File: config.mk
export PLATFORM = sky130hd
export DESIGN_NAME = mcode_ctrl
export DESIGN_NICKNAME = d
export VERILOG_FILES = /design/src/rtl/mc_pkg.sv /design/src/rtl/mc_rom.sv /design/src/rtl/mc_dispatch.sv /design/src/rtl/mc_seq.sv /design/src/rtl/mc_decode.sv /design/src/rtl/mcode_ctrl.sv
export SDC_FILE = /design/constraint.sdc
export NUM_CORES = 1
export LEC_CHECK = 0
export CAP_MARGIN = 40
export CORE_UTILIZATION = 35
export DETAILED_ROUTE_END_ITERATION = 8
export GPL_TIMING_DRIVEN = 0
export PLACE_DENSITY = 0.79
export SLEW_MARGIN = 0
export SYNTH_ARGS = -nofsm -noshare
export SYNTH_HDL_FRONTEND = slang
export SYNTH_SLANG_ARGS = --single-unit
File: constraint.sdc
create_clock -name clk -period 2.5 [get_ports clk]
set_clock_uncertainty 0.2 [all_clocks]
set_input_delay 0.5 -clock clk [delete_from_list [all_inputs] [get_ports clk]]
set_output_delay 0.5 -clock clk [all_outputs]
set_load 0.1 [all_outputs]
File: src/rtl/mc_pkg.sv
// Package: shared encodings and microword layout for the microcoded controller.
// Assumes a 4-bit micro-address space and a 6-bit opcode.
package mc_pkg;
    localparam int UPC_W = 4;
    localparam int OPC_W = 6;

    typedef enum logic [1:0] {SEQ_ZERO = 2'b00, SEQ_DISP = 2'b01, SEQ_NEXT = 2'b10, SEQ_RSVD = 2'b11} seq_e;
    typedef enum logic [1:0] {ALU_ADD = 2'b00, ALU_SUB = 2'b01, ALU_FUNC = 2'b10, ALU_OR = 2'b11} alu_e;
    typedef enum logic [2:0] {SB_RT = 3'd0, SB_FOUR = 3'd1, SB_SEXT = 3'd2, SB_SEXT_SH = 3'd3, SB_ZEXT = 3'd4} srcb_e;
    typedef enum logic [1:0] {RW_NONE = 2'b00, RW_ALU_RD = 2'b01, RW_ALU_RT = 2'b10, RW_MEM_RT = 2'b11} regw_e;
    typedef enum logic [1:0] {MO_NONE = 2'b00, MO_READ = 2'b01, MO_WRITE = 2'b10, MO_IDLE = 2'b11} memop_e;
    typedef enum logic [1:0] {PS_ALU = 2'b00, PS_TGT = 2'b01, PS_JUMP = 2'b10, PS_RSVD = 2'b11} pcsrc_e;

    // Microword, most significant field first; sequencing sits in the low bits.
    typedef struct packed {
        pcsrc_e pcsrc;
        logic   pccond;
        logic   pcwr;
        logic   iord;
        memop_e memop;
        logic   ir;
        logic   tgt;
        regw_e  regw;
        srcb_e  srcb;
        logic   srca;
        alu_e   alu;
        seq_e   seq;
    } uword_t;

    localparam int UW_W = $bits(uword_t);

    localparam logic [OPC_W-1:0] OP_RTYPE = 6'b000000;
    localparam logic [OPC_W-1:0] OP_LOAD  = 6'b100011;
    localparam logic [OPC_W-1:0] OP_STORE = 6'b101011;
    localparam logic [OPC_W-1:0] OP_ORIMM = 6'b001101;
    localparam logic [OPC_W-1:0] OP_BREQ  = 6'b000100;
    localparam logic [OPC_W-1:0] OP_JUMP  = 6'b000010;
endpackage

File: src/rtl/mc_rom.sv
// Module: microcode store, combinational read.
// Assumes addresses beyond the last programmed step hold an all-zero word (return to fetch).
module mc_rom
    import mc_pkg::*;
#(
    parameter int AW = UPC_W
) (
    input  logic [AW-1:0] addr,
    output uword_t        word
);
    // Look up the microword for the current step.
    always_comb begin
        word = '0;
        case (addr)
            4'd0: begin
                word.memop = MO_READ; word.ir = 1'b1; word.srcb = SB_FOUR;
                word.pcwr = 1'b1; word.pcsrc = PS_ALU; word.seq = SEQ_NEXT;
            end
            4'd1: begin
                word.srcb = SB_SEXT_SH; word.tgt = 1'b1; word.seq = SEQ_DISP;
            end
            4'd2: begin
                word.srca = 1'b1; word.srcb = SB_SEXT; word.seq = SEQ_NEXT;
            end
            4'd3: begin
                word.memop = MO_READ; word.iord = 1'b1; word.seq = SEQ_NEXT;
            end
            4'd4: begin
                word.regw = RW_MEM_RT; word.seq = SEQ_ZERO;
            end
            4'd5: begin
                word.srca = 1'b1; word.srcb = SB_SEXT; word.seq = SEQ_NEXT;
            end
            4'd6: begin
                word.memop = MO_WRITE; word.iord = 1'b1; word.seq = SEQ_ZERO;
            end
            4'd7: begin
                word.srca = 1'b1; word.srcb = SB_RT; word.alu = ALU_FUNC; word.seq = SEQ_NEXT;
            end
            4'd8: begin
                word.regw = RW_ALU_RD; word.seq = SEQ_ZERO;
            end
            4'd9: begin
                word.srca = 1'b1; word.srcb = SB_ZEXT; word.alu = ALU_OR; word.seq = SEQ_NEXT;
            end
            4'd10: begin
                word.regw = RW_ALU_RT; word.seq = SEQ_ZERO;
            end
            4'd11: begin
                word.srca = 1'b1; word.srcb = SB_RT; word.alu = ALU_SUB;
                word.pccond = 1'b1; word.pcsrc = PS_TGT; word.seq = SEQ_ZERO;
            end
            4'd12: begin
                word.pcwr = 1'b1; word.pcsrc = PS_JUMP; word.seq = SEQ_ZERO;
            end
            default: word = '0;
        endcase
    end
endmodule

File: src/rtl/mc_dispatch.sv
// Module: opcode dispatch table giving the first micro-address of each instruction.
// Assumes unknown opcodes must fall back to the fetch step (address 0).
module mc_dispatch
    import mc_pkg::*;
#(
    parameter int OW = OPC_W,
    parameter int AW = UPC_W
) (
    input  logic [OW-1:0] opcode,
    output logic [AW-1:0] target
);
    // Map each known opcode to its entry step.
    always_comb begin
        case (opcode)
            OP_RTYPE: target = AW'(7);
            OP_LOAD:  target = AW'(2);
            OP_STORE: target = AW'(5);
            OP_ORIMM: target = AW'(9);
            OP_BREQ:  target = AW'(11);
            OP_JUMP:  target = AW'(12);
            default:  target = '0;
        endcase
    end
endmodule

File: src/rtl/mc_seq.sv
// Module: micro-address register and next-address select.
// Assumes a synchronous active-low reset that overrides every sequencing code.
module mc_seq
    import mc_pkg::*;
#(
    parameter int AW = UPC_W
) (
    input  logic          clk,
    input  logic          rst_n,
    input  seq_e          seq,
    input  logic [AW-1:0] disp_addr,
    output logic [AW-1:0] upc
);
    logic [AW-1:0] upc_nxt;

    // Choose the next micro-address from the sequencing code.
    always_comb begin
        case (seq)
            SEQ_DISP: upc_nxt = disp_addr;
            SEQ_NEXT: upc_nxt = upc + AW'(1);
            default:  upc_nxt = '0;
        endcase
    end

    // Hold the micro-address; reset returns it to the fetch step.
    always_ff @(posedge clk) begin
        if (!rst_n) upc <= '0;
        else        upc <= upc_nxt;
    end
endmodule

File: src/rtl/mc_decode.sv
// Module: expands the encoded microword fields into one line per control point.
// Assumes memory-source register writes target rt and ALU-source writes name rd or rt.
module mc_decode
    import mc_pkg::*;
(
    input  uword_t      word,
    output logic [1:0]  alu_op,
    output logic        src_a_sel,
    output logic [2:0]  src_b_sel,
    output logic        mem_rd,
    output logic        mem_wr,
    output logic        mem_addr_alu,
    output logic        ir_wr,
    output logic        reg_wr,
    output logic        reg_from_mem,
    output logic        reg_dst_rd,
    output logic        target_wr,
    output logic        pc_wr,
    output logic        pc_wr_cond,
    output logic [1:0]  pc_src,
    output logic [1:0]  seq_code
);
    // Decode each field into its control lines.
    always_comb begin
        alu_op       = word.alu;
        src_a_sel    = word.srca;
        src_b_sel    = word.srcb;
        mem_rd       = (word.memop == MO_READ);
        mem_wr       = (word.memop == MO_WRITE);
        mem_addr_alu = word.iord;
        ir_wr        = word.ir;
        reg_wr       = (word.regw != RW_NONE);
        reg_from_mem = (word.regw == RW_MEM_RT);
        reg_dst_rd   = (word.regw == RW_ALU_RD);
        target_wr    = word.tgt;
        pc_wr        = word.pcwr;
        pc_wr_cond   = word.pccond;
        pc_src       = word.pcsrc;
        seq_code     = word.seq;
    end
endmodule

File: src/rtl/mcode_ctrl.sv
// Module: top of the microcoded controller: sequencer, store, dispatch and field decoder.
// Assumes the datapath gates pc_wr_cond with its ALU zero flag.
module mcode_ctrl
    import mc_pkg::*;
#(
    parameter int OW = OPC_W,
    parameter int AW = UPC_W
) (
    input  logic          clk,
    input  logic          rst_n,
    input  logic [OW-1:0] opcode,
    output logic [AW-1:0] uaddr,
    output logic [1:0]    alu_op,
    output logic          src_a_sel,
    output logic [2:0]    src_b_sel,
    output logic          mem_rd,
    output logic          mem_wr,
    output logic          mem_addr_alu,
    output logic          ir_wr,
    output logic          reg_wr,
    output logic          reg_from_mem,
    output logic          reg_dst_rd,
    output logic          target_wr,
    output logic          pc_wr,
    output logic          pc_wr_cond,
    output logic [1:0]    pc_src
);
    uword_t        word;
    logic [AW-1:0] disp_addr;
    logic [1:0]    seq_code;

    mc_rom #(.AW(AW)) u_rom (.addr(uaddr), .word(word));

    mc_dispatch #(.OW(OW), .AW(AW)) u_disp (.opcode(opcode), .target(disp_addr));

    mc_seq #(.AW(AW)) u_seq (
        .clk(clk), .rst_n(rst_n), .seq(word.seq), .disp_addr(disp_addr), .upc(uaddr)
    );

    mc_decode u_dec (
        .word(word), .alu_op(alu_op), .src_a_sel(src_a_sel), .src_b_sel(src_b_sel),
        .mem_rd(mem_rd), .mem_wr(mem_wr), .mem_addr_alu(mem_addr_alu), .ir_wr(ir_wr),
        .reg_wr(reg_wr), .reg_from_mem(reg_from_mem), .reg_dst_rd(reg_dst_rd),
        .target_wr(target_wr), .pc_wr(pc_wr), .pc_wr_cond(pc_wr_cond), .pc_src(pc_src),
        .seq_code(seq_code)
    );
endmodule

==> results of run 1 <==
## stage by stage
| step | hold WS, ps | worst slack [ps] | util [%] | area [um2] | cells |
|---|---|---|---|---|---|
| after floorplan | 439 | -12.5 | - | 698 | 79 |
| after global placement | 508 | -429 | 64.8 | 998 | 123 |
| after detailed placement | 503 | -109 | 86.2 | 1330 | 145 |
| after CTS | 437 | 4.12 | 94.1 | 1450 | 145 |
## cells in the mapped netlist (all sizes together) (2+ instances only)
library cell  count  area [um2]
a21oi             7        42.5
ha                6        75.1
nand2             6        22.5
and2              5        31.3
inv               5        18.8
nor2              5        18.8
buf               4        28.8
dfxtp             4        80.1
nor2b             4        25.0
o21a              4        30.0
nand2b            3        18.8
or3               3        18.8
xor2              3        26.3
a211o             2        17.5
nand4b            2        17.5
o21ai             2        10.0
## cells by family after synthesis
| family | after synthesis |
|---|---|
| simple gates | 35 |
| xor+xnor | 4 |
| mux | 1 |
| buf+inv | 9 |
| fa+ha+maj | 6 |
| compound gates | 20 |
| flops | 4 |
## what timing repair did
item,4_1_cts
buffers inserted,6
hold buffers,0
setup endpoints to repair,17
gates resized for setup,29
cloned,0
==> impl_results.html, run 1 <==
<table>
<tr><th>Metric</th><th>Value</th></tr>
<tr><th colspan="2">Synth</th></tr>
<tr><td>Post-Synth XOR/XNOR Area</td><td>5.91%</td></tr>
<tr><td>Combinational family with the most area after synthesis</td><td>simple AND/OR/NAND/NOR gates</td></tr>
<tr><td>Complex-gate fraction of the synthesized area</td><td>24.3%</td></tr>
<tr><td>Synth Instances</td><td>79</td></tr>
<tr><td>Simple-gate share of the synthesized area</td><td>34.0%</td></tr>
<tr><td>Number of flops mapped to enable cells by yosys</td><td>0</td></tr>
<tr><td>Multiplexer share of the synthesized area</td><td>1.69%</td></tr>
<tr><td>Top_reg_cell synth</td><td>sky130_fd_sc_hd__dfxtp_1</td></tr>
<tr><td>Syn Area/Cell</td><td>7.51 um2</td></tr>
<tr><td>Count of yosys warnings during synthesis</td><td>0</td></tr>
<tr><td>Synth unique cells</td><td>33</td></tr>
<tr><td>Seq/Total Area, Yosys</td><td>13.5%</td></tr>
<tr><td>Synth Net Count</td><td>93</td></tr>
<tr><td>Register bit total from synthesis</td><td>4</td></tr>
<tr><td>Share of flip-flops with an asynchronous set or reset after synthesis</td><td>0%</td></tr>
<tr><td>Netlist Area Pre-Place</td><td>593 um2</td></tr>
<tr><td>Adder and majority cell fraction of the synthesized area</td><td>12.7%</td></tr>
<tr><th colspan="2">Floorplan</th></tr>
<tr><td>Chip height</td><td>43.2 um</td></tr>
<tr><td>Number of standard-cell rows in the floorplan</td><td>14</td></tr>
<tr><td>Number of top-level design ports</td><td>30</td></tr>
<tr><td>Initial Util</td><td>38.5%</td></tr>
<tr><td>Die Wd</td><td>43.2 um</td></tr>
<tr><th colspan="2">Clock network</th></tr>
<tr><td>Clock root buffer master</td><td>sky130_fd_sc_hd__clkbuf_4</td></tr>
<tr><td>Clock Sink Count</td><td>4</td></tr>
<tr><td>Maximum buffer depth of the clock tree</td><td>2</td></tr>
<tr><td>Maximum level of the CTS H-tree</td><td>1</td></tr>
<tr><td>Total clock buffers created by CTS</td><td>3</td></tr>
<tr><th colspan="2">GRT</th></tr>
<tr><td>Pin count of the biggest net entering global routing</td><td>11</td></tr>
<tr><td>Initial antenna violation count</td><td>0</td></tr>
<tr><th colspan="2">Status</th></tr>
<tr><td>Error text reported by the tool</td><td>[ERROR DPL-0033] detailed placement checks failed during check placement.</td></tr>
<tr><td>Run status</td><td>did not finish</td></tr>
<tr><td>Stage where the run ended</td><td>5_1_grt</td></tr>
<tr><th colspan="2">Placed design</th></tr>
<tr><td>Number of buffers inserted by port buffering</td><td>28</td></tr>
<tr><td>HPWL Detailed</td><td>1700 um</td></tr>
<tr><td>Routability cong.</td><td>0.741</td></tr>
<tr><th colspan="2">STA</th></tr>
<tr><td>Classification of the worst endpoint</td><td>top-level output</td></tr>
<tr><td>Endpoint with the least setup slack after the last repair</td><td>src_b_sel[0]</td></tr>
</table>
==> inputs of run 2 (changes only) <==
--- a/config.mk
+++ b/config.mk
@@ -6,10 +6,11 @@
 export NUM_CORES = 1
 export LEC_CHECK = 0
 export CAP_MARGIN = 40
-export CORE_UTILIZATION = 35
+export CORE_AREA = 2 2 63 65
 export DETAILED_ROUTE_END_ITERATION = 8
+export DIE_AREA = 0 0 65 67
 export GPL_TIMING_DRIVEN = 0
-export PLACE_DENSITY = 0.79
+export PLACE_DENSITY_LB_ADDON = 0.15
 export SLEW_MARGIN = 0
 export SYNTH_ARGS = -nofsm -noshare
 export SYNTH_HDL_FRONTEND = slang
==> constraint.sdc (replaced) <==
create_clock -name clk -period 3.2 [get_ports clk]
set_clock_uncertainty 0.2 [all_clocks]
set_input_delay 0.64 -clock clk [delete_from_list [all_inputs] [get_ports clk]]
set_output_delay 0.64 -clock clk [all_outputs]
set_load 0.1 [all_outputs]
==> impl_results.html, run 2 <==
<table>
<tr><th>Metric</th><th>Value</th></tr>
<tr><th colspan="2">GRT</th></tr>
<tr><td>Total global-route track usage</td><td>8.67%</td></tr>
<tr><td>Initial antenna violation count</td><td>0</td></tr>
<tr><td>Pin count of the biggest net entering global routing</td><td>11</td></tr>
<tr><td>Number of global-route vias before repair</td><td>728</td></tr>
<tr><td>First-pass GRT wire length</td><td>2990 um</td></tr>
<tr><td>Overflow left after global routing</td><td>0</td></tr>
<tr><th colspan="2">Routing</th></tr>
<tr><td>Via density per instance</td><td>4.03</td></tr>
<tr><td>Post-detailed-route wirelength per cell</td><td>9.73 um</td></tr>
<tr><td>ANT nets after route</td><td>0</td></tr>
<tr><td>DRC violations left</td><td>0</td></tr>
<tr><td>Total via count after detailed routing</td><td>725</td></tr>
<tr><td>Iter 0 DRT Violations</td><td>22</td></tr>
<tr><td>Number of search-and-repair iterations in the first detailed-routing pass</td><td>3</td></tr>
<tr><td>Total length of routed wires</td><td>1750 um</td></tr>
<tr><th colspan="2">Floorplan</th></tr>
<tr><td>Initial Util</td><td>16.4%</td></tr>
<tr><td>Number of standard-cell rows in the floorplan</td><td>22</td></tr>
<tr><td>Placeable Area</td><td>3610 um2</td></tr>
<tr><td>Number of top-level design ports</td><td>30</td></tr>
<tr><td>Chip height</td><td>67 um</td></tr>
<tr><td>Total die area</td><td>4360 um2</td></tr>
<tr><td>Die Wd</td><td>65 um</td></tr>
<tr><th colspan="2">Placed design</th></tr>
<tr><td>Number of buffers inserted by port buffering</td><td>28</td></tr>
<tr><td>Routability cong.</td><td>0.661</td></tr>
<tr><td>HPWL Detailed</td><td>1480 um</td></tr>
<tr><th colspan="2">Flow run</th></tr>
<tr><td>Number of max-cap violations</td><td>0</td></tr>
<tr><th colspan="2">Clock network</th></tr>
<tr><td>Insertion delay to the later sink of the worst-skew pair</td><td>210 ps</td></tr>
<tr><td>Clk pin slew, worst setup/hold paths</td><td>30 ps</td></tr>
<tr><td>CTS tree</td><td>done</td></tr>
<tr><td>Maximum buffer depth of the clock tree</td><td>2</td></tr>
<tr><td>Total clock buffers created by CTS</td><td>3</td></tr>
<tr><td>Post-CTS setup buffer count</td><td>0</td></tr>
<tr><td>Post_cts resized</td><td>0</td></tr>
<tr><td>Clock root buffer master</td><td>sky130_fd_sc_hd__clkbuf_8</td></tr>
<tr><td>Count of hold-fix buffers inserted at cts</td><td>0</td></tr>
<tr><td>Maximum level of the CTS H-tree</td><td>1</td></tr>
<tr><td>Clock Sink Count</td><td>4</td></tr>
<tr><th colspan="2">Power and ir drop</th></tr>
<tr><td>Total power divided by cell area</td><td>737 nW/um2</td></tr>
<tr><td>Maximum VDD drop</td><td>0.335 mV</td></tr>
<tr><td>Pleak</td><td>0.554 nW</td></tr>
<tr><th colspan="2">STA</th></tr>
<tr><td>Timing-limited maximum frequency</td><td>0.335 GHz</td></tr>
<tr><td>Pins Over Slew Limit</td><td>0</td></tr>
<tr><td>Tightest hold margin</td><td>505 ps</td></tr>
<tr><td>Final critical delay including setup and external delays</td><td>2980 ps</td></tr>
<tr><td>Part of the cycle the worst path needs</td><td>93.2%</td></tr>
<tr><td>Number of failing setup endpoints in the final timing report</td><td>0</td></tr>
<tr><td>Pin slew with the least headroom to its limit</td><td>389 ps</td></tr>
<tr><td>Unrepaired setup endpoints after global routing</td><td>false</td></tr>
<tr><td>Worst slew margin relative to its limit</td><td>74.0%</td></tr>
<tr><td>Endpoints failing hold</td><td>0</td></tr>
<tr><th colspan="2">Synth</th></tr>
<tr><td>Portion of synthesized cell area occupied by the leading cell type</td><td>13.5%</td></tr>
<tr><td>Seq/Total Area, Yosys</td><td>13.5%</td></tr>
<tr><td>Post-Synth XOR/XNOR Area</td><td>5.91%</td></tr>
<tr><td>Complex-gate fraction of the synthesized area</td><td>24.3%</td></tr>
<tr><td>Register bit total from synthesis</td><td>4</td></tr>
<tr><td>Multiplexer share of the synthesized area</td><td>1.69%</td></tr>
<tr><td>Netlist Area Pre-Place</td><td>593 um2</td></tr>
<tr><td>Share of flip-flops with an asynchronous set or reset after synthesis</td><td>0%</td></tr>
<tr><td>Adder and majority cell fraction of the synthesized area</td><td>12.7%</td></tr>
<tr><td>Top_reg_cell synth</td><td>sky130_fd_sc_hd__dfxtp_1</td></tr>
<tr><td>Count of yosys warnings during synthesis</td><td>0</td></tr>
<tr><td>Leading post-synthesis cells by cell area</td><td>sky130_fd_sc_hd__dfxtp_1 (14%), sky130_fd_sc_hd__ha_1 (13%), sky130_fd_sc_hd__and2_1 (5.3%)</td></tr>
<tr><td>Synth Net Count</td><td>93</td></tr>
<tr><td>Synth Instances</td><td>79</td></tr>
<tr><td>Combinational family with the most area after synthesis</td><td>simple AND/OR/NAND/NOR gates</td></tr>
<tr><td>Synth unique cells</td><td>33</td></tr>
<tr><td>Syn Area/Cell</td><td>7.51 um2</td></tr>
<tr><td>Number of flops mapped to enable cells by yosys</td><td>0</td></tr>
<tr><td>Commonest cells post-synth</td><td>sky130_fd_sc_hd__ha_1 (6), sky130_fd_sc_hd__nand2_1 (6)</td></tr>
<tr><td>Simple-gate share of the synthesized area</td><td>34.0%</td></tr>
<tr><td>Biggest area consumer among synthesized cells</td><td>sky130_fd_sc_hd__dfxtp_1</td></tr>
<tr><th colspan="2">Finish</th></tr>
<tr><td>FILL cells</td><td>374</td></tr>
<tr><td>Register with the most flip-flops</td><td>u_seq.upc</td></tr>
<tr><td>Most frequent cells in the layout</td><td>sky130_fd_sc_hd__clkdlybuf4s50_1 (28), sky130_fd_sc_hd__buf_8 (22), sky130_fd_sc_hd__nand2_1 (6), sky130_fd_sc_hd__ha_1 (6)</td></tr>
<tr><td>Biggest regs</td><td>u_seq.upc (4)</td></tr>
<tr><td>Final net count</td><td>148</td></tr>
<tr><td>Number of flip-flops in the largest register</td><td>4</td></tr>
<tr><td>Commonest non-fill, non-tap cell in the layout</td><td>sky130_fd_sc_hd__clkdlybuf4s50_1</td></tr>
<tr><td>Number of antenna diodes</td><td>0</td></tr>
<tr><td>Ratio of cells with drive above 1 in the final layout</td><td>32.6%</td></tr>
<tr><td>Post-layout utilization of the core</td><td>36.9%</td></tr>
<tr><td>Area grow syn2layout</td><td>124%</td></tr>
<tr><th colspan="2">Setup path</th></tr>
<tr><td>Startpoint Class</td><td>flip-flop</td></tr>
<tr><td>Worst EP required</td><td>2360 ps</td></tr>
<tr><td>Classification of the worst setup path</td><td>flip-flop to output port</td></tr>
<tr><td>Top Family by Delay on Critical Path</td><td>buffers and inverters</td></tr>
<tr><td>CP max stage cell</td><td>sky130_fd_sc_hd__clkdlybuf4s50_1</td></tr>
<tr><td>Slowest stage delay, CP</td><td>510 ps</td></tr>
<tr><td>Crit-path max FO</td><td>10</td></tr>
<tr><td>Arr. time, crit path</td><td>2140 ps</td></tr>
<tr><td>Kind of end point of the critical path</td><td>output port</td></tr>
<tr><td>Buf/Inv on CP</td><td>3</td></tr>
<tr><td>Cells along the critical path</td><td>buf_2 &gt; nor2b_1 &gt; and2_2 &gt; a21o_2 &gt; clkdlybuf4s50_1 &gt; buf_8</td></tr>
<tr><th colspan="2">Status</th></tr>
<tr><td>Run status</td><td>finished clean</td></tr>
<tr><th colspan="2">Hold path</th></tr>
<tr><td>Path category of the worst min-delay check</td><td>flip-flop to flip-flop</td></tr>
</table>
run 2: cell counts after synthesis:
Identical to the previous run, type by type.
run 2: metrics by stage:
stage	total power [W]	instances	worst slack [ps]	instance area, um2	setup TNS (ps)
final	0.000980	180	216	1330	0
after detailed placement	0.000885	177	403	1290	0
after CTS	0.000993	180	177	1330	0
after global placement	0.000731	155	3.77	958	0
after floorplan	0.000591	79	-60.7	618	-60.7
after global routing	0.00103	180	44.5	1330	0
run 2: area by class of cell:
class | instances | area, um2 | share of cell area (%)
buffer | 4 | 28.8 | 2.16
clock buffer | 3 | 41.3 | 3.10
multi-input combinational | 66 | 488 | 36.7
inverter | 5 | 18.8 | 1.41
sequential | 4 | 82.6 | 6.21
tap | 48 | 60.1 | 4.52
timing repair buffer | 50 | 611 | 45.9
run 2: worst paths after layout:
path	from	endpoint	slack, ps	depth (start not counted)
setup / recovery	u_seq.upc[3]	alu_op[1]	220	6
hold / removal	u_seq.upc[0]	u_seq.upc[0]	500	3
setup reg to reg	u_seq.upc[1]	u_seq.upc[3]	550	9
hold reg to reg	u_seq.upc[0]	u_seq.upc[0]	500	3
run 2: power by group:
group | total [W] | internal [W] | switching, W
Clock | 0.000102 | 0.0000798 | 0.0000222
Combinational | 0.000809 | 0.000300 | 0.000509
Sequential | 0.0000692 | 0.0000593 | 0.00000989
Total | 0.000980 | 0.000439 | 0.000541
run 2: worst register-to-register path, cell delays in order, from the launching register on:
cell                       delay [ps]
sky130_fd_sc_hd__dfxtp_1          390
sky130_fd_sc_hd__inv_1             80
sky130_fd_sc_hd__ha_1             280
sky130_fd_sc_hd__or2_2            320
sky130_fd_sc_hd__a21oi_1          170
sky130_fd_sc_hd__o21ai_0          110
sky130_fd_sc_hd__ha_1             270
sky130_fd_sc_hd__nand2b_1         230
sky130_fd_sc_hd__or3_1            370
sky130_fd_sc_hd__o32ai_1          120
run 2: cells by family (layout without fill, tap and decap cells):
logic type | count (synthesis) | count (layout)
compound gates | 20 | 20
xor+xnor | 4 | 4
fa+ha+maj | 6 | 6
buf+inv | 9 | 62
flops | 4 | 4
mux | 1 | 1
simple gates | 35 | 35
run 2: routing by layer:
metal,up-vias,GRT usage [%],routed length (um)
met5,-,0,0
li1,384,-,-
met3,0,2.03,67
met2,22,17.5,933
met1,319,9.03,750
met4,0,1.60,0
(Power assumes the default switching activity.)
==> inputs of run 3 (changes only) <==
--- a/config.mk
+++ b/config.mk
@@ -10,7 +10,8 @@
 export DETAILED_ROUTE_END_ITERATION = 8
 export DIE_AREA = 0 0 65 67
 export GPL_TIMING_DRIVEN = 0
-export PLACE_DENSITY_LB_ADDON = 0.15
+export PLACE_DENSITY = 0.46
+export SETUP_SLACK_MARGIN = 0.2
 export SLEW_MARGIN = 0
 export SYNTH_ARGS = -nofsm -noshare
 export SYNTH_HDL_FRONTEND = slang
==> impl_results.html, run 3 (same netlist as run 2, synthesis figures left out) <==
<table>
<tr><th>Metric</th><th>Value</th></tr>
<tr><th colspan="2">Setup path</th></tr>
<tr><td>Arr. time, crit path</td><td>2030 ps</td></tr>
<tr><td>Endpoint of the most critical register-to-register path</td><td>u_seq.upc[3]</td></tr>
<tr><td>Launch point of the critical path</td><td>u_seq.upc[2]</td></tr>
<tr><td>Worst EP required</td><td>2360 ps</td></tr>
<tr><td>Kind of end point of the critical path</td><td>output port</td></tr>
<tr><td>Startpoint Class</td><td>flip-flop</td></tr>
<tr><td>Minimum setup slack among reg-to-reg paths</td><td>520 ps</td></tr>
<tr><td>Classification of the worst setup path</td><td>flip-flop to output port</td></tr>
<tr><td>Startpoint of the worst-slack reg-to-reg timing path</td><td>u_seq.upc[0]</td></tr>
<tr><td>Worst setup path end</td><td>src_a_sel</td></tr>
<tr><td>Crit-path max FO</td><td>9</td></tr>
<tr><td>Register-to-Register Path Depth</td><td>9</td></tr>
<tr><th colspan="2">Finish</th></tr>
<tr><td>Biggest regs</td><td>u_seq.upc (4)</td></tr>
<tr><td>Commonest non-fill, non-tap cell in the layout</td><td>sky130_fd_sc_hd__clkdlybuf4s50_1</td></tr>
<tr><td>Register with the most flip-flops</td><td>u_seq.upc</td></tr>
<tr><td>Fin area</td><td>1350 um2</td></tr>
<tr><td>Area grow syn2layout</td><td>127%</td></tr>
<tr><td>Number of flip-flops in the largest register</td><td>4</td></tr>
<tr><td>Number of antenna diodes</td><td>0</td></tr>
<tr><td>Final net count</td><td>148</td></tr>
<tr><td>Most frequent cells in the layout</td><td>sky130_fd_sc_hd__clkdlybuf4s50_1 (28), sky130_fd_sc_hd__buf_8 (22), sky130_fd_sc_hd__nand2_1 (6), sky130_fd_sc_hd__ha_1 (6)</td></tr>
<tr><td>Ratio of cells with drive above 1 in the final layout</td><td>35.6%</td></tr>
<tr><th colspan="2">Clock network</th></tr>
<tr><td>CTS tree</td><td>done</td></tr>
<tr><td>Total clock buffers created by CTS</td><td>3</td></tr>
<tr><td>Clock root buffer master</td><td>sky130_fd_sc_hd__clkbuf_8</td></tr>
<tr><td>Maximum level of the CTS H-tree</td><td>1</td></tr>
<tr><td>Maximum buffer depth of the clock tree</td><td>2</td></tr>
<tr><td>Clock Sink Count</td><td>4</td></tr>
<tr><td>Insertion delay to the later sink of the worst-skew pair</td><td>210 ps</td></tr>
<tr><td>Clk pin slew, worst setup/hold paths</td><td>30 ps</td></tr>
<tr><th colspan="2">Floorplan</th></tr>
<tr><td>Number of top-level design ports</td><td>30</td></tr>
<tr><td>Number of standard-cell rows in the floorplan</td><td>22</td></tr>
<tr><td>Chip height</td><td>67 um</td></tr>
<tr><td>Die Wd</td><td>65 um</td></tr>
<tr><td>Total die area</td><td>4360 um2</td></tr>
<tr><td>Placeable Area</td><td>3610 um2</td></tr>
<tr><td>Initial Util</td><td>16.4%</td></tr>
<tr><th colspan="2">Routing</th></tr>
<tr><td>Number of search-and-repair iterations in the first detailed-routing pass</td><td>3</td></tr>
<tr><td>Post-detailed-route wirelength per cell</td><td>10.3 um</td></tr>
<tr><td>Total length of routed wires</td><td>1860 um</td></tr>
<tr><td>Via density per instance</td><td>4.12</td></tr>
<tr><td>DRC violations left</td><td>0</td></tr>
<tr><td>Total via count after detailed routing</td><td>742</td></tr>
<tr><td>Iter 0 DRT Violations</td><td>33</td></tr>
<tr><td>ANT nets after route</td><td>0</td></tr>
<tr><th colspan="2">GRT</th></tr>
<tr><td>First-pass GRT wire length</td><td>3070 um</td></tr>
<tr><td>Number of global-route vias before repair</td><td>680</td></tr>
<tr><td>Initial antenna violation count</td><td>0</td></tr>
<tr><td>Total global-route track usage</td><td>9.04%</td></tr>
<tr><td>Pin count of the biggest net entering global routing</td><td>11</td></tr>
<tr><td>Overflow left after global routing</td><td>0</td></tr>
<tr><th colspan="2">Placed design</th></tr>
<tr><td>DP Area</td><td>1300 um2</td></tr>
<tr><td>Routability cong.</td><td>0.729</td></tr>
<tr><td>Number of buffers inserted by port buffering</td><td>28</td></tr>
<tr><td>HPWL Detailed</td><td>1570 um</td></tr>
<tr><th colspan="2">Hold path</th></tr>
<tr><td>Path category of the worst min-delay check</td><td>flip-flop to flip-flop</td></tr>
<tr><th colspan="2">STA</th></tr>
<tr><td>Worst slew margin relative to its limit</td><td>80.5%</td></tr>
<tr><td>Part of the cycle the worst path needs</td><td>89.6%</td></tr>
<tr><td>Pin slew with the least headroom to its limit</td><td>291 ps</td></tr>
<tr><td>Final critical delay including setup and external delays</td><td>2870 ps</td></tr>
<tr><td>Timing-limited maximum frequency</td><td>0.349 GHz</td></tr>
<tr><td>Number of failing setup endpoints in the final timing report</td><td>0</td></tr>
<tr><td>Setup TNS Final</td><td>0 ps</td></tr>
<tr><td>Pins Over Slew Limit</td><td>0</td></tr>
<tr><td>Endpoints failing hold</td><td>0</td></tr>
<tr><td>Unrepaired setup endpoints after global routing</td><td>false</td></tr>
<tr><th colspan="2">Power and ir drop</th></tr>
<tr><td>Total power divided by cell area</td><td>733 nW/um2</td></tr>
<tr><td>Pleak</td><td>0.556 nW</td></tr>
<tr><td>Maximum VDD drop</td><td>0.223 mV</td></tr>
<tr><th colspan="2">Flow run</th></tr>
<tr><td>Number of max-cap violations</td><td>0</td></tr>
<tr><th colspan="2">Status</th></tr>
<tr><td>Run status</td><td>finished clean</td></tr>
</table>
-- run 3: how the worst min path moves through the flow --
stage,startpoint,depth (start not counted),endpoint
floorplan,opcode[3],2,u_seq.upc[1]
global placement,u_seq.upc[0],3,u_seq.upc[0]
detailed placement,u_seq.upc[0],3,u_seq.upc[0]
CTS,u_seq.upc[0],3,u_seq.upc[0]
global route,u_seq.upc[0],3,u_seq.upc[0]
finish,u_seq.upc[0],3,u_seq.upc[0]
-- run 3: timing repair --
item                                    4_1_cts  5_1_grt
setup buffers                                 0        0
gates cloned                                  0        0
hold buffers                                  0        0
endpoints found under the setup margin        3        2
resized for setup                             1        1
-- run 3: stage by stage --
step | worst slack, ps | util (%) | instances | hold slack, ps | power [W]
floorplan | 91.4 | - | 79 | 614 | 0.000599
global placement | 8.59 | 26.9 | 155 | 504 | 0.000734
detailed placement | 400 | 36.1 | 177 | 498 | 0.000891
CTS | 283 | 37.3 | 180 | 518 | 0.00100
global route | 235 | 37.4 | 180 | 552 | 0.00104
finish | 333 | 37.4 | 180 | 510 | 0.000988
-- run 3: critical path, cell delays in order, from the launching register on --
cell                              delay, ps
sky130_fd_sc_hd__dfxtp_1                310
sky130_fd_sc_hd__buf_2                  230
sky130_fd_sc_hd__nor2b_1                270
sky130_fd_sc_hd__nor2_1                 130
sky130_fd_sc_hd__o21ai_4                140
sky130_fd_sc_hd__clkdlybuf4s50_1        520
sky130_fd_sc_hd__buf_8                  200
-- run 3: routing by layer --
metal  vias to the layer above  share of wire [%]  global-route usage (%)
li1                        384                  -                       -
met1                       335                 40                    9.55
met2                        23                 55                    18.2
met3                         0                4.5                    1.52
met4                         0                  0                    2.39
met5                         -                  0                       0
-- run 3: area by class of cell --
type	instances	area, um2
Inverter	5	18.8
Tap cell	48	60.1
Clock buffer	3	41.3
Multi-Input combinational cell	66	505
Sequential cell	4	83.8
Fill cell	370	2260
Timing Repair Buffer	50	611
Buffer	4	28.8
-- run 3: report_power, final --
part	total, W	switching (W)	internal, W
Combinational	0.000816	0.000513	0.000303
Clock	0.000102	0.0000225	0.0000799
Sequential	0.0000701	0.00000994	0.0000602
